## config.mk

```make
export PLATFORM = sky130hd
export DESIGN_NAME = rx_idle_timeout
export DESIGN_NICKNAME = d
export VERILOG_FILES = /design/src/rtl/rxto_pkg.sv /design/src/rtl/rxto_mode_ctl.sv /design/src/rtl/rxto_down_counter.sv /design/src/rtl/rx_idle_timeout.sv
export SDC_FILE = /design/constraint.sdc
export NUM_CORES = 1
export LEC_CHECK = 0
export ABC_AREA = 1
export BUFFER_PORTS_ARGS = -buffer_cell sky130_fd_sc_hd__clkbuf_2
export CORE_MARGIN = 2
export CORE_UTILIZATION = 45
export DETAILED_ROUTE_END_ITERATION = 8
export PLACE_DENSITY = 0.72
export SLEW_MARGIN = 20
export SYNTH_ARGS = -nofsm -noshare
export SYNTH_HDL_FRONTEND = slang
export SYNTH_SLANG_ARGS = --single-unit
```

## constraint.sdc

```tcl
create_clock -name clk -period 2.17 [get_ports clk]
set_clock_uncertainty 0.2 [all_clocks]
set_input_delay 0 -clock clk [delete_from_list [all_inputs] [get_ports clk]]
set_output_delay 0 -clock clk [all_outputs]
set_load 0.05 [all_outputs]
```

## src/rtl/rxto_pkg.sv

```systemverilog
// Shared command codes and the request bundle passed from the mode
// control to the down-counter. Assumes 4-bit per-channel command codes.
package rxto_pkg;
    localparam logic [3:0] CMD_START   = 4'h8;
    localparam logic [3:0] CMD_STOP    = 4'h9;
    localparam logic [3:0] CMD_TMO_ON  = 4'hA;
    localparam logic [3:0] CMD_TMO_OFF = 4'hC;
    localparam int         CMD_W       = 4;

    // One cycle of requests toward the counter.
    typedef struct packed {
        logic load;      // reload from preload and run
        logic halt;      // stop running (highest priority)
        logic clr_ready; // clear ready together with halt
    } ctr_req_t;
endpackage

```

## src/rtl/rxto_mode_ctl.sv

```systemverilog
// Per-channel time-out mode flags and command decode. Turns command
// writes and character-transfer strobes into load/halt requests.
// Assumes at most one command per channel per cycle; the mode seen by
// start/stop/restart decode is the registered one.
module rxto_mode_ctl
    import rxto_pkg::*;
#(
    parameter int NCH = 2
) (
    input  logic                 clk,
    input  logic                 rst_n,
    input  logic [NCH-1:0]       cmd_wr,
    input  logic [NCH*CMD_W-1:0] cmd_code,
    input  logic [NCH-1:0]       char_xfer,
    output logic                 mode_on,
    output ctr_req_t             req
);
    logic [NCH-1:0] en_q;
    logic [NCH-1:0] en_d;
    logic [NCH-1:0] start_hit;
    logic [NCH-1:0] stop_hit;
    logic           mode_next;
    logic           restart;

    // Per-channel decode of the command code.
    for (genvar g = 0; g < NCH; g++) begin : g_ch
        logic [CMD_W-1:0] code;
        assign code         = cmd_code[g*CMD_W +: CMD_W];
        assign en_d[g]      = (cmd_wr[g] && code == CMD_TMO_ON)  ? 1'b1 :
                              (cmd_wr[g] && code == CMD_TMO_OFF) ? 1'b0 : en_q[g];
        assign start_hit[g] = cmd_wr[g] && code == CMD_START;
        assign stop_hit[g]  = cmd_wr[g] && code == CMD_STOP;

        // the enable code sets this channel's mode flag at the next edge
        a_r2_enable_ch: assert property (@(posedge clk) disable iff (!rst_n)
            (cmd_wr[g] && code == CMD_TMO_ON) |=> en_q[g]);
        // the disable code clears this channel's mode flag
        a_r2_disable_ch: assert property (@(posedge clk) disable iff (!rst_n)
            (cmd_wr[g] && code == CMD_TMO_OFF) |=> !en_q[g]);
    end

    // Registers the per-channel mode flags.
    always_ff @(posedge clk) begin
        if (!rst_n) en_q <= '0;
        else        en_q <= en_d;
    end

    // Forms the counter requests from mode, commands and transfers.
    always_comb begin
        mode_on       = |en_q;
        mode_next     = |en_d;
        restart       = |(char_xfer & en_q);
        req.halt      = (mode_on != mode_next) || (!mode_on && |stop_hit);
        req.clr_ready = !mode_on && |stop_hit;
        req.load      = mode_on ? restart : |start_hit;
    end
endmodule

```

## src/rtl/rxto_down_counter.sv

```systemverilog
// Loadable down-counter that saturates at zero and flags expiry.
// Assumes tick is a single-cycle enable; halt outranks load, and load
// outranks counting.
module rxto_down_counter #(
    parameter int CW = 16
) (
    input  logic          clk,
    input  logic          rst_n,
    input  logic          tick,
    input  logic [CW-1:0] preload,
    input  logic          load,
    input  logic          halt,
    input  logic          clr_ready,
    input  logic          rd_clr,
    output logic [CW-1:0] count,
    output logic          running,
    output logic          ready
);
    logic          expire;
    logic          ready_d;
    logic [CW-1:0] count_d;
    logic          running_d;

    // Next-state for count, run flag and ready flag.
    always_comb begin
        count_d   = count;
        running_d = running;
        expire    = 1'b0;
        if (halt) begin
            running_d = 1'b0;
        end else if (load) begin
            count_d   = preload;
            running_d = 1'b1;
        end else if (running && tick) begin
            if (count <= CW'(1)) begin
                count_d   = '0;
                running_d = 1'b0;
                expire    = 1'b1;
            end else begin
                count_d = count - CW'(1);
            end
        end
        if (expire)                                     ready_d = 1'b1;
        else if ((load && !halt) || (halt && clr_ready) || rd_clr) ready_d = 1'b0;
        else                                            ready_d = ready;
    end

    // Registers the counter state.
    always_ff @(posedge clk) begin
        if (!rst_n) begin
            count   <= '0;
            running <= 1'b0;
            ready   <= 1'b0;
        end else begin
            count   <= count_d;
            running <= running_d;
            ready   <= ready_d;
        end
    end

    // the count never wraps from zero upward without a load
    a_r5_no_wrap: assert property (@(posedge clk) disable iff (!rst_n)
        (count == '0 && !load) |=> count == '0);
    // ready is only ever seen with the count at zero
    a_r5_ready_at_zero: assert property (@(posedge clk) disable iff (!rst_n)
        ready |-> count == '0);
    // one tick while running moves the count down by exactly one
    a_r4_one_step: assert property (@(posedge clk) disable iff (!rst_n)
        (running && tick && count > CW'(1) && !load && !halt) |=> count == $past(count) - CW'(1));
    // a load takes the preload and clears ready
    a_r3_reload: assert property (@(posedge clk) disable iff (!rst_n)
        (load && !halt) |=> (count == $past(preload) && !ready && running));
endmodule

```

## src/rtl/rx_idle_timeout.sv

```systemverilog
// Shared counter/timer with a receive idle time-out mode. Joins the
// mode control and the down-counter and forms the interrupt request.
// Assumes all inputs are synchronous to clk.
module rx_idle_timeout #(
    parameter int NCH   = 2,
    parameter int PRE_W = 8
) (
    input  logic                 clk,
    input  logic                 rst_n,
    input  logic [PRE_W-1:0]     preload_hi,
    input  logic [PRE_W-1:0]     preload_lo,
    input  logic                 cnt_tick,
    input  logic [NCH-1:0]       cmd_wr,
    input  logic [NCH*4-1:0]     cmd_code,
    input  logic [NCH-1:0]       rx_char_xfer,
    input  logic                 stop_rd,
    input  logic                 irq_en,
    output logic [2*PRE_W-1:0]   count,
    output logic                 ctr_ready,
    output logic                 irq
);
    import rxto_pkg::*;
    localparam int CW = 2 * PRE_W;

    ctr_req_t      req;
    logic          mode_on;
    logic          running;
    logic [CW-1:0] preload;

    assign preload = {preload_hi, preload_lo};

    rxto_mode_ctl #(.NCH(NCH)) u_mode (
        .clk       (clk),
        .rst_n     (rst_n),
        .cmd_wr    (cmd_wr),
        .cmd_code  (cmd_code),
        .char_xfer (rx_char_xfer),
        .mode_on   (mode_on),
        .req       (req)
    );

    rxto_down_counter #(.CW(CW)) u_ctr (
        .clk       (clk),
        .rst_n     (rst_n),
        .tick      (cnt_tick),
        .preload   (preload),
        .load      (req.load),
        .halt      (req.halt),
        .clr_ready (req.clr_ready),
        .rd_clr    (stop_rd),
        .count     (count),
        .running   (running),
        .ready     (ctr_ready)
    );

    // Interrupt request follows the ready flag under its enable.
    always_comb irq = ctr_ready && irq_en;

    // in time-out mode with no transfer and no tick, commands leave the count alone
    a_r8_cmds_ignored: assert property (@(posedge clk) disable iff (!rst_n)
        (mode_on && !(|rx_char_xfer) && !cnt_tick) |=> $stable(count));
    // entering time-out mode leaves the counter stopped
    a_r6_idle_after_enable: assert property (@(posedge clk) disable iff (!rst_n)
        $rose(mode_on) |-> !running);
    // a read clears ready unless the count expires on the same edge
    a_r9_read_clears: assert property (@(posedge clk) disable iff (!rst_n)
        (stop_rd && !(running && cnt_tick)) |=> !ctr_ready);
endmodule

```

==> impl_results.md, run 1 <==
- Final hold vios: 0
- Leakage power: 0.00114 µW
- R2R cell count: 9
- Maximum vdd drop: 0.000303 V
- Critical path required time: 2.22 ns
- Die width: 62.4 µm
- Worst-Skew Late Latency: 0.30 ns
- Yosys reg bits: 20
- Vias in the first global route: 1573
- FP Rows: 21
- Cell repeated most along the worst path: nor2_1
- Cts bufs inserted: 3
- Post-synth EDFFs: 0
- Cell count after synthesis: 262
- Crit path kind: flip-flop to flip-flop
- Area grow syn2layout: 34.6%
- Syn Nets: 297
- Vias per inst: 4.66
- Register area share after synthesis: 26.1%
- Remaining antenna violation count: 0
- Gr ovfl total: 0
- Setup violators final: 0
- Post-placement cell area: 0.00179 mm²
- Die Height: 62.4 µm
- Max_slew headroom: 73.1%
- Synth top cells by count: nand2_1, nor2_1, inv_1, dfxtp_1, nand3_1
- Final hold slack: 0.0374 ns
- DR WL/cell: 10.1 µm
- Nets: 369
- Worst path arrival time: 1.96 ns
- TritonCTS Sinks: 20
- Final Slew Violations: 0
- Post-synth top area cell: dfxtp_1
- CP top delay family: simple AND/OR/NAND/NOR gates
- Asr flop ratio synth: 0%
- PD cells: 653 mW/mm²
- Netlist cell types: 26
- Io pins: 51
- Worst path slowest cell: dfxtp_1
- Avg Cell Area, Syn: 5.85 µm²
- Setup TNS: 0 ns
- Routed WL: 3.82 mm
- Most common cell in the netlist: nand2_1
- DRC Markers: 0
- GPL Wtd Cong: 0.815
- CP startpoint: u_ctr.count[0]$_SDFFE_PN0P_
- Worst reg-to-reg setup slack: 0.26 ns
- Share of cells above drive strength 1: 21.0%
- Clock Path Buffers: 2
- Maximum clock frequency: 523 MHz
- ANT cells: 0
- Yosys warnings: 0
- Die area: 0.00389 mm²
- Max cap viols: 0
- Worst R2R Start: u_ctr.count[0]$_SDFFE_PN0P_
- Place WS: 0.243 ns
- Outcome: complete, no violations
- Min-delay src: rx_char_xfer[1]
- Critical path depth in cells: 9
- Overall routing resource usage: 20.5%
- Crit start category: flip-flop
- Post-Syn Area: 0.00153 mm²
- Worst path max stage delay: 0.40 ns
- RR Endpoint: u_ctr.count[15]$_SDFFE_PN0P_
- Root Driver: clkbuf_4
- Htree depth: 1
- RSZ-0062 raised after global routing: no
- Synth area leaders: dfxtp_1, nand2_1, nor2_1, inv_1, xor2_1
- Largest net degree at the start of global routing: 33
- DRT iter0 DRCs: 65
- Number of vias in the routed layout: 1767
- Starting Density: 46.3%
- Fin area: 0.00206 mm²
- CTS tree: done
- Pre-antenna DRT Iters: 6
- Clock-pin slew on the worst setup and hold paths: 0.13 ns
- Worst Path Max Fanout: 16
- Crit path buf inv count: 1
- Worst setup endpoint: u_ctr.count[15]$_SDFFE_PN0P_
- First-pass GRT wire length: 6.66 mm
- Final WS setup: 0.260 ns
- Post-synth top flop: dfxtp_1
- DP HPWL: 2.59 mm
- Min-Delay Path Class: primary input to flip-flop
- Core ar.: 0.00331 mm²
- Worst-margin pin slew: 0.403 ns
- Post-layout minimum cycle time: 1.91 ns
- Initial antenna violation count: 0
- Critical Path Sink Type: flip-flop
- Period utilisation layout: 88.0%
- IO buf count: 50
- Top cell type's share of synthesized area: 26.1%
- Worst path cell trace: inv_1 > ha_1 > nand2_2 > nor2_4 > o21ai_1 > nand2_4 > o21ai_0 > nor2_1 > nor2_1
- Post-CTS setup repair buffer count: 0
-- worst min-delay path by stage --
stage / to / slack [ns] / cells past startpoint
floorplan: u_ctr.count[13]$_SDFFE_PN0P_ / 0.02 / 4
global placement: u_ctr.count[13]$_SDFFE_PN0P_ / 0.13 / 5
detailed placement: u_ctr.count[13]$_SDFFE_PN0P_ / 0.13 / 5
CTS: u_ctr.ready$_SDFFE_PN0P_ / 0.03 / 7
global route: u_ctr.ready$_SDFFE_PN0P_ / 0.04 / 7
finish: u_ctr.ready$_SDFFE_PN0P_ / 0.04 / 7
-- flip-flops by register name (all words and copies together) (netlist names) --
| signal | flops |
|---|---|
| u_ctr.count | 16 |
| u_mode.en_q | 2 |
| u_ctr.ready | 1 |
| u_ctr.running | 1 |
-- through the flow --
| step | utilization, % | total power [µW] | std cells |
|---|---|---|---|
| floorplan | - | 977 | 262 |
| global placement | 54.1 | 1090 | 352 |
| detailed placement | 54.1 | 1090 | 352 |
| CTS | 62.2 | 1350 | 379 |
| global route | 62.3 | 1470 | 379 |
| finish | 62.3 | 1350 | 379 |
-- cells by family after synthesis --
family	synth area share, %
AO/OA/AOI/OAI	8.33
XOR/XNOR	6.29
adder cells (fa/ha/maj)	1.63
buffers and inverters	11.2
flip-flops	26.1
AND/OR/NAND/NOR	46.4
-- layout by cell type (no fill, tap or decap), drive strengths merged --
cell type and n:
a22o 1, xnor2 1, buf 1, xor2 10, dlygate4sd3 23, a21oi 1, inv 30, nor3 1
nand3 14, o21ai 19, clkbuf 54, ha 2, nand4 1, o31ai 1, nand2 88, nand3b 1
nor2 64, dfxtp 20, a211oi 1
-- per-layer routing --
metal	vias up	share of wire, %	GRT usage, %
li1	950	-	-
met1	770	46	26.0
met2	43	49	36.3
met3	4	4.3	2.90
met4	0	0.79	5.56
met5	-	0	0
-- worst register-to-register path, delay by kind of cell (launching register included) --
kind	cells	cell delay, ns
adders and majority gates	1	0.24
AOI/OAI and AO/OA	2	0.40
and+or+nand+nor	5	0.52
buffers and inverters	1	0.10
DFF	1	0.40
-- layout make-up --
class,count,area (µm²)
fillers,321,1250
inverters,30,115
multi-input cells,205,966
flip-flops and latches,20,400
clock buffers,4,36.3
repair buffers,74,488
well taps,46,57.6
-- repair_timing --
| item | in CTS | in global routing |
|---|---|---|
| endpoints found under the setup margin | 0 | 1 |
| gates resized for setup | 0 | 1 |
| hold buffers | 23 | 0 |
| endpoints found under the hold margin | 20 | 0 |
-- where the power goes --
| part | switching [µW] | internal [µW] |
|---|---|---|
| combinational | 441 | 251 |
| clock | 123 | 102 |
| sequential | 34.8 | 396 |
No activity file was read; power rests on OpenSTA's default activity.
==> run 2, diff against run 1 <==
--- a/config.mk
+++ b/config.mk
@@ -6,11 +6,11 @@
 export NUM_CORES = 1
 export LEC_CHECK = 0
 export ABC_AREA = 1
+export ABC_CLOCK_PERIOD_IN_PS = 2170
 export BUFFER_PORTS_ARGS = -buffer_cell sky130_fd_sc_hd__clkbuf_2
 export CORE_MARGIN = 2
-export CORE_UTILIZATION = 45
+export CORE_UTILIZATION = 35
 export DETAILED_ROUTE_END_ITERATION = 8
-export PLACE_DENSITY = 0.72
 export SLEW_MARGIN = 20
 export SYNTH_ARGS = -nofsm -noshare
 export SYNTH_HDL_FRONTEND = slang
==> run 2 against run 1 <==
Against the previous run: non-clock buffer count decreased by 1; setup slack got worse by 0.022 ns; count of clock-buffer cells in the layout down 1; utilization shrank 14 points; sequential power about the same; flip-flop and latch count is the same; largest power group unchanged.
==> impl_results.md, run 2 (same netlist as run 1, synthesis figures left out) <==
- Outcome: complete, no violations
- Post-layout minimum cycle time: 1.93 ns (+0.0222 ns)
- R2R cell count: 9 (unchanged)
- DRC Markers: 0 (unchanged)
- Worst path slowest cell: dfxtp_1
- Fin area: 0.00206 mm² (-0.12%)
- Clock-pin slew on the worst setup and hold paths: 0.07 ns (-0.06 ns)
- Vias in the first global route: 1630 (+3.6%)
- Worst R2R Start: u_ctr.count[0]$_SDFFE_PN0P_
- Gr ovfl total: 0 (unchanged)
- Commonest cells after routing, fill and taps aside: nand2_1, nor2_1, clkbuf_2
- TritonCTS Sinks: 20 (unchanged)
- Clock Path Buffers: 2 (unchanged)
- Post-CTS setup repair buffer count: 0 (unchanged)
- PD cells: 656 mW/mm² (+0.50%)
- Total power: 1350 µW (+0.37%)
- Setup TNS: 0 ns (unchanged)
- Max reg flops: 16 (unchanged)
- Critical Path Sink Type: flip-flop
- IO buf count: 50 (unchanged)
- Worst path arrival time: 1.93 ns (-0.03 ns)
- Largest net degree at the start of global routing: 33 (unchanged)
- Initial antenna violation count: 0 (unchanged)
- Core ar.: 0.00429 mm² (+30%)
- Die width: 70.2 µm (+13%)
- Max cap viols: 0 (unchanged)
- Starting Density: 35.7% (-11 points)
- Final hold vios: 0 (unchanged)
- Post-placement cell area: 0.00180 mm² (+0.42%)
- Worst reg-to-reg setup slack: 0.24 ns (-0.02 ns)
- Worst Path Max Fanout: 16 (unchanged)
- Nets: 368 (-0.27%)
- Final Slew Violations: 0 (unchanged)
- Area grow syn2layout: 34.4%
- Hold path depth: 3 (-4)
- Most flop-heavy register: u_ctr.count
- Maximum vdd drop: 0.000428 V (+41%)
- Crit path kind: flip-flop to flip-flop
- CP top delay family: simple AND/OR/NAND/NOR gates
- Worst-Skew Late Latency: 0.25 ns (-0.05 ns)
- DR WL/cell: 9.80 µm (-2.7%)
- Crit start category: flip-flop
- Top flop regs: u_ctr.count: 16 flops, u_mode.en_q: 2 flops
- Vias per inst: 4.52 (-3.1%)
- GPL Wtd Cong: 0.805 (-1.3%)
- Max_slew headroom: 73.4% (+0.30 points)
- Pre-antenna DRT Iters: 4 (-2)
- Number of vias in the routed layout: 1730 (-2.1%)
- Leakage power: 0.00114 µW (-0.42%)
- Final WS setup: 0.237 ns (-0.0222 ns)
- RSZ-0062 raised after global routing: no
- FP Rows: 24 (+14%)
- Place WS: 0.236 ns (-0.00706 ns)
- Cts bufs inserted: 3 (unchanged)
- Io pins: 51 (unchanged)
- Period utilisation layout: 89.1% (+1.0 points)
- CTS tree: done
- Htree depth: 1 (unchanged)
- Overall routing resource usage: 16.8% (-3.7 points)
- Crit path buf inv count: 1 (unchanged)
- Worst setup endpoint: u_ctr.count[15]$_SDFFE_PN0P_
- Share of cells above drive strength 1: 20.8% (-0.18 points)
- First-pass GRT wire length: 6.84 mm (+2.8%)
- Worst-margin pin slew: 0.398 ns (-0.00455 ns)
- Root Driver: clkbuf_8
- Setup violators final: 0 (unchanged)
- Critical path depth in cells: 9 (unchanged)
- Maximum clock frequency: 517 MHz (-1.2%)
- CP startpoint: u_ctr.count[0]$_SDFFE_PN0P_
- DRT iter0 DRCs: 109 (+68%)
- Critical path required time: 2.17 ns (-0.05 ns)
- Remaining antenna violation count: 0 (unchanged)
- Worst path cell trace: inv_1 > ha_1 > nand2_2 > nor2_4 > o21ai_1 > nand2_2 > o21ai_0 > nor2_1 > nor2_1
- RR Endpoint: u_ctr.count[15]$_SDFFE_PN0P_
- Die area: 0.00492 mm² (+27%)
- DP HPWL: 2.68 mm (+3.6%)
- Die Height: 70.2 µm (+13%)
- ANT cells: 0 (unchanged)
- Most common cell after layout, fill and taps aside: nand2_1
- Worst path max stage delay: 0.39 ns (about the same)
- Min-Delay Path Class: primary input to flip-flop
- Fin util: 48.0% (-14 points)
- Routed WL: 3.76 mm (-1.6%)
## run 2: cell types whose count changed in the layout (fill, tap and decap cells not counted)
| cell | delta |
|---|---|
| nand2_4 | -1 |
| clkbuf_8 | +2 |
| clkbuf_4 | -3 |
| nand2_2 | +1 |
| dlygate4sd3_1 | -1 |
## run 2: layout make-up
cell class	instances	area, µm²
clock buffers	3	41.3
fillers	477	2230
inverters	30	115
multi-input cells	205	961
flip-flops and latches	20	400
well taps	52	65.1
repair buffers	73	478
## run 2: worst min path at each step
stage	start	to	slack (ns)
2_1_floorplan	preload_hi[5]	u_ctr.count[13]$_SDFFE_PN0P_	0.02
3_5_place_dp	preload_lo[1]	u_ctr.count[1]$_SDFFE_PN0P_	0.14
5_1_grt	rst_n	u_ctr.count[5]$_SDFFE_PN0P_	0.05
3_3_place_gp	preload_hi[5]	u_ctr.count[13]$_SDFFE_PN0P_	0.13
6_report	rst_n	u_ctr.count[0]$_SDFFE_PN0P_	0.02
4_1_cts	rst_n	u_ctr.count[0]$_SDFFE_PN0P_	0.01
## run 2: metrics by stage
stage	instances	hold WS, ns
6_report	383	0.0183
5_1_grt	383	0.0503
4_1_cts	383	0.00970
3_5_place_dp	358	0.139
3_3_place_gp	358	0.131
2_1_floorplan	262	0.0245
## run 2: timing repair
action | 4_1_cts | 5_1_grt
hold buffers | 22 | 0
setup endpoints to repair | 0 | 0
endpoints found under the hold margin | 20 | 0
resized for setup | 0 | 0
## run 2: worst register-to-register path: cells and delay by family (launching register included)
kind	cells	cell delay, ns
adders and majority gates	1	0.24
and+or+nand+nor	5	0.57
buffers and inverters	1	0.10
AOI/OAI and AO/OA	2	0.39
DFF	1	0.39
## run 2: power by group
| part | internal, µW | leakage, µW | switching (µW) |
|---|---|---|---|
| Clock | 123 | 0.0000216 | 119 |
| Combinational | 247 | 0.000953 | 433 |
| Sequential | 396 | 0.000163 | 34.3 |
## run 2: metal layers
metal,part of all wire [%],global-route usage [%]
met5,0,0
met4,1.0,4.27
met3,4.9,3.32
met2,48,29.9
met1,46,20.7
==> run 3, diff against run 2 <==
--- a/config.mk
+++ b/config.mk
@@ -11,6 +11,7 @@
 export CORE_MARGIN = 2
 export CORE_UTILIZATION = 35
 export DETAILED_ROUTE_END_ITERATION = 8
+export PLACE_DENSITY_LB_ADDON = 0.1
 export SLEW_MARGIN = 20
 export SYNTH_ARGS = -nofsm -noshare
 export SYNTH_HDL_FRONTEND = slang
==> run 3 against run 2 <==
Against the previous run: final area up 0.24%; first-iteration DRC count down 6.4%; count of clock-buffer cells in the layout unchanged; sequential share of layout area about the same; cell count unchanged; non-clock buffer count unchanged; critical endpoint is now u_ctr.count[14]$_SDFFE_PN0P_.
==> impl_results.md, run 3 (same netlist as run 1, synthesis figures left out) <==
- Crit start category: flip-flop
- Worst R2R Start: u_ctr.count[0]$_SDFFE_PN0P_
- Min-Delay Path Class: primary input to flip-flop
- ANT cells: 0 (unchanged)
- Most flop-heavy register: u_ctr.count
- Setup TNS: 0 ns (unchanged)
- Number of vias in the routed layout: 1706 (-1.4%)
- Routed WL: 3.95 mm (+5.3%)
- Critical path required time: 2.17 ns (about the same)
- Commonest cells after routing, fill and taps aside: nand2_1, nor2_1, clkbuf_2
- Htree depth: 1 (unchanged)
- Die area: 0.00492 mm² (unchanged)
- Worst-margin pin slew: 0.423 ns (+0.0251 ns)
- Starting Density: 35.7% (unchanged)
- Share of cells above drive strength 1: 20.8% (unchanged)
- Pre-antenna DRT Iters: 4 (unchanged)
- R2R cell count: 9 (unchanged)
- Worst reg-to-reg setup slack: 0.25 ns (+0.02 ns)
- Cts bufs inserted: 3 (unchanged)
- Io pins: 51 (unchanged)
- Clock-pin slew on the worst setup and hold paths: 0.08 ns (about the same)
- TritonCTS Sinks: 20 (unchanged)
- Setup violators final: 0 (unchanged)
- Max reg flops: 16 (unchanged)
- Fin util: 48.1% (+0.12 points)
- Outcome: complete, no violations
- First-pass GRT wire length: 7.05 mm (+3.0%)
- DRC Markers: 0 (unchanged)
- Worst Path Max Fanout: 16 (unchanged)
- Most common cell after layout, fill and taps aside: nand2_1
- Maximum clock frequency: 522 MHz (+0.84%)
- Initial antenna violation count: 0 (unchanged)
- Nets: 368 (unchanged)
- DRT iter0 DRCs: 102 (-6.4%)
- CP startpoint: u_ctr.count[0]$_SDFFE_PN0P_
- Post-layout minimum cycle time: 1.92 ns (-0.0161 ns)
- Critical Path Sink Type: flip-flop
- Overall routing resource usage: 17.7% (+0.89 points)
- CTS tree: done
- Top flop regs: u_ctr.count: 16 flops, u_mode.en_q: 2 flops
- Die Height: 70.2 µm (unchanged)
- Final Slew Violations: 0 (unchanged)
- Maximum vdd drop: 0.000428 V (+0.15%)
- GPL Wtd Cong: 0.778 (-3.3%)
- Worst-Skew Late Latency: 0.26 ns (about the same)
- RR Endpoint: u_ctr.count[14]$_SDFFE_PN0P_
- Crit path kind: flip-flop to flip-flop
- Gr ovfl total: 0 (unchanged)
- Root Driver: clkbuf_8
- FP Rows: 24 (unchanged)
- DP HPWL: 2.75 mm (+2.6%)
- Clock Path Buffers: 2 (unchanged)
- DR WL/cell: 10.3 µm (+5.3%)
- Final hold vios: 0 (unchanged)
- Leakage power: 0.00114 µW (+0.12%)
- Worst path arrival time: 1.92 ns (about the same)
- Area grow syn2layout: 34.8%
- Max_slew headroom: 71.8% (-1.7 points)
- PD cells: 665 mW/mm² (+1.4%)
- Worst setup endpoint: u_ctr.count[14]$_SDFFE_PN0P_
- Core ar.: 0.00429 mm² (unchanged)
- Vias in the first global route: 1624 (-0.37%)
- IO buf count: 50 (unchanged)
- Period utilisation layout: 88.3% (-0.74 points)
- Remaining antenna violation count: 0 (unchanged)
- Die width: 70.2 µm (unchanged)
- Max cap viols: 0 (unchanged)
- Largest net degree at the start of global routing: 33 (unchanged)
- RSZ-0062 raised after global routing: no
- Vias per inst: 4.45 (-1.4%)
==> run 3: cell counts in the layout (fill, tap and decap cells not counted) <==
Identical to the previous run, type by type.
==> run 3: per-stage QoR <==
stage	hold slack [ns]	std cells	power (µW)	setup WS, ns	cell area, µm²
final	0.0314	383	1370	0.253	2070
after global routing	0.0517	383	1510	0.0120	2070
after CTS	0.0261	383	1390	0.175	2060
after detailed placement	0.138	358	1100	0.201	1800
after global placement	0.128	358	1100	0.299	1800
after floorplan	0.0245	262	977	0.0610	1530
==> run 3: worst max-delay path: stages, from the launching register on <==
cell	delay, ns
dfxtp_1	0.38
inv_1	0.10
ha_1	0.24
nand2_2	0.13
nor2_4	0.07
o21ai_1	0.21
nand2_4	0.17
o21ai_0	0.19
nor2_1	0.06
nor2_1	0.11
==> run 3: worst min path at each step <==
stage	start	endpoint	slack (ns)	depth (start not counted)
after floorplan	preload_hi[5]	u_ctr.count[13]$_SDFFE_PN0P_	0.02	4
after global placement	preload_hi[5]	u_ctr.count[13]$_SDFFE_PN0P_	0.13	5
after detailed placement	preload_hi[5]	u_ctr.count[13]$_SDFFE_PN0P_	0.14	5
after CTS	rst_n	u_ctr.count[6]$_SDFFE_PN0P_	0.03	3
after global routing	rst_n	u_ctr.count[2]$_SDFFE_PN0P_	0.05	3
final	rst_n	u_ctr.count[2]$_SDFFE_PN0P_	0.03	3
==> run 3: what timing repair did <==
action                     4_1_cts  5_1_grt
setup endpoints to repair        0        7
hold buffers                    22        0
hold endpoints to repair        20        0
setup buffers                    0        0
gates resized for setup          0        1
==> run 3: area by class of cell <==
type	count	area, µm²
Timing Repair Buffer	73	478
Sequential cell	20	400
Multi-Input combinational cell	205	966
Clock buffer	3	41.3
Inverter	30	115
Tap cell	52	65.1
Fill cell	475	2230
==> run 3: per-layer routing <==
| layer | track usage, % | up-vias | wire (µm) |
|---|---|---|---|
| met3 | 3.75 | 5 | 146 |
| li1 | - | 940 | - |
| met5 | 0 | - | 0 |
| met2 | 29.5 | 29 | 1820 |
| met1 | 23.0 | 732 | 1940 |
| met4 | 5.13 | 0 | 48 |
==> run 3: where the power goes <==
| part | leakage, µW | internal (µW) | total (µW) | switching [µW] |
|---|---|---|---|---|
| sequential | 0.000163 | 396 | 431 | 34.8 |
| clock | 0.0000216 | 124 | 253 | 129 |
| combinational | 0.000954 | 249 | 691 | 442 |
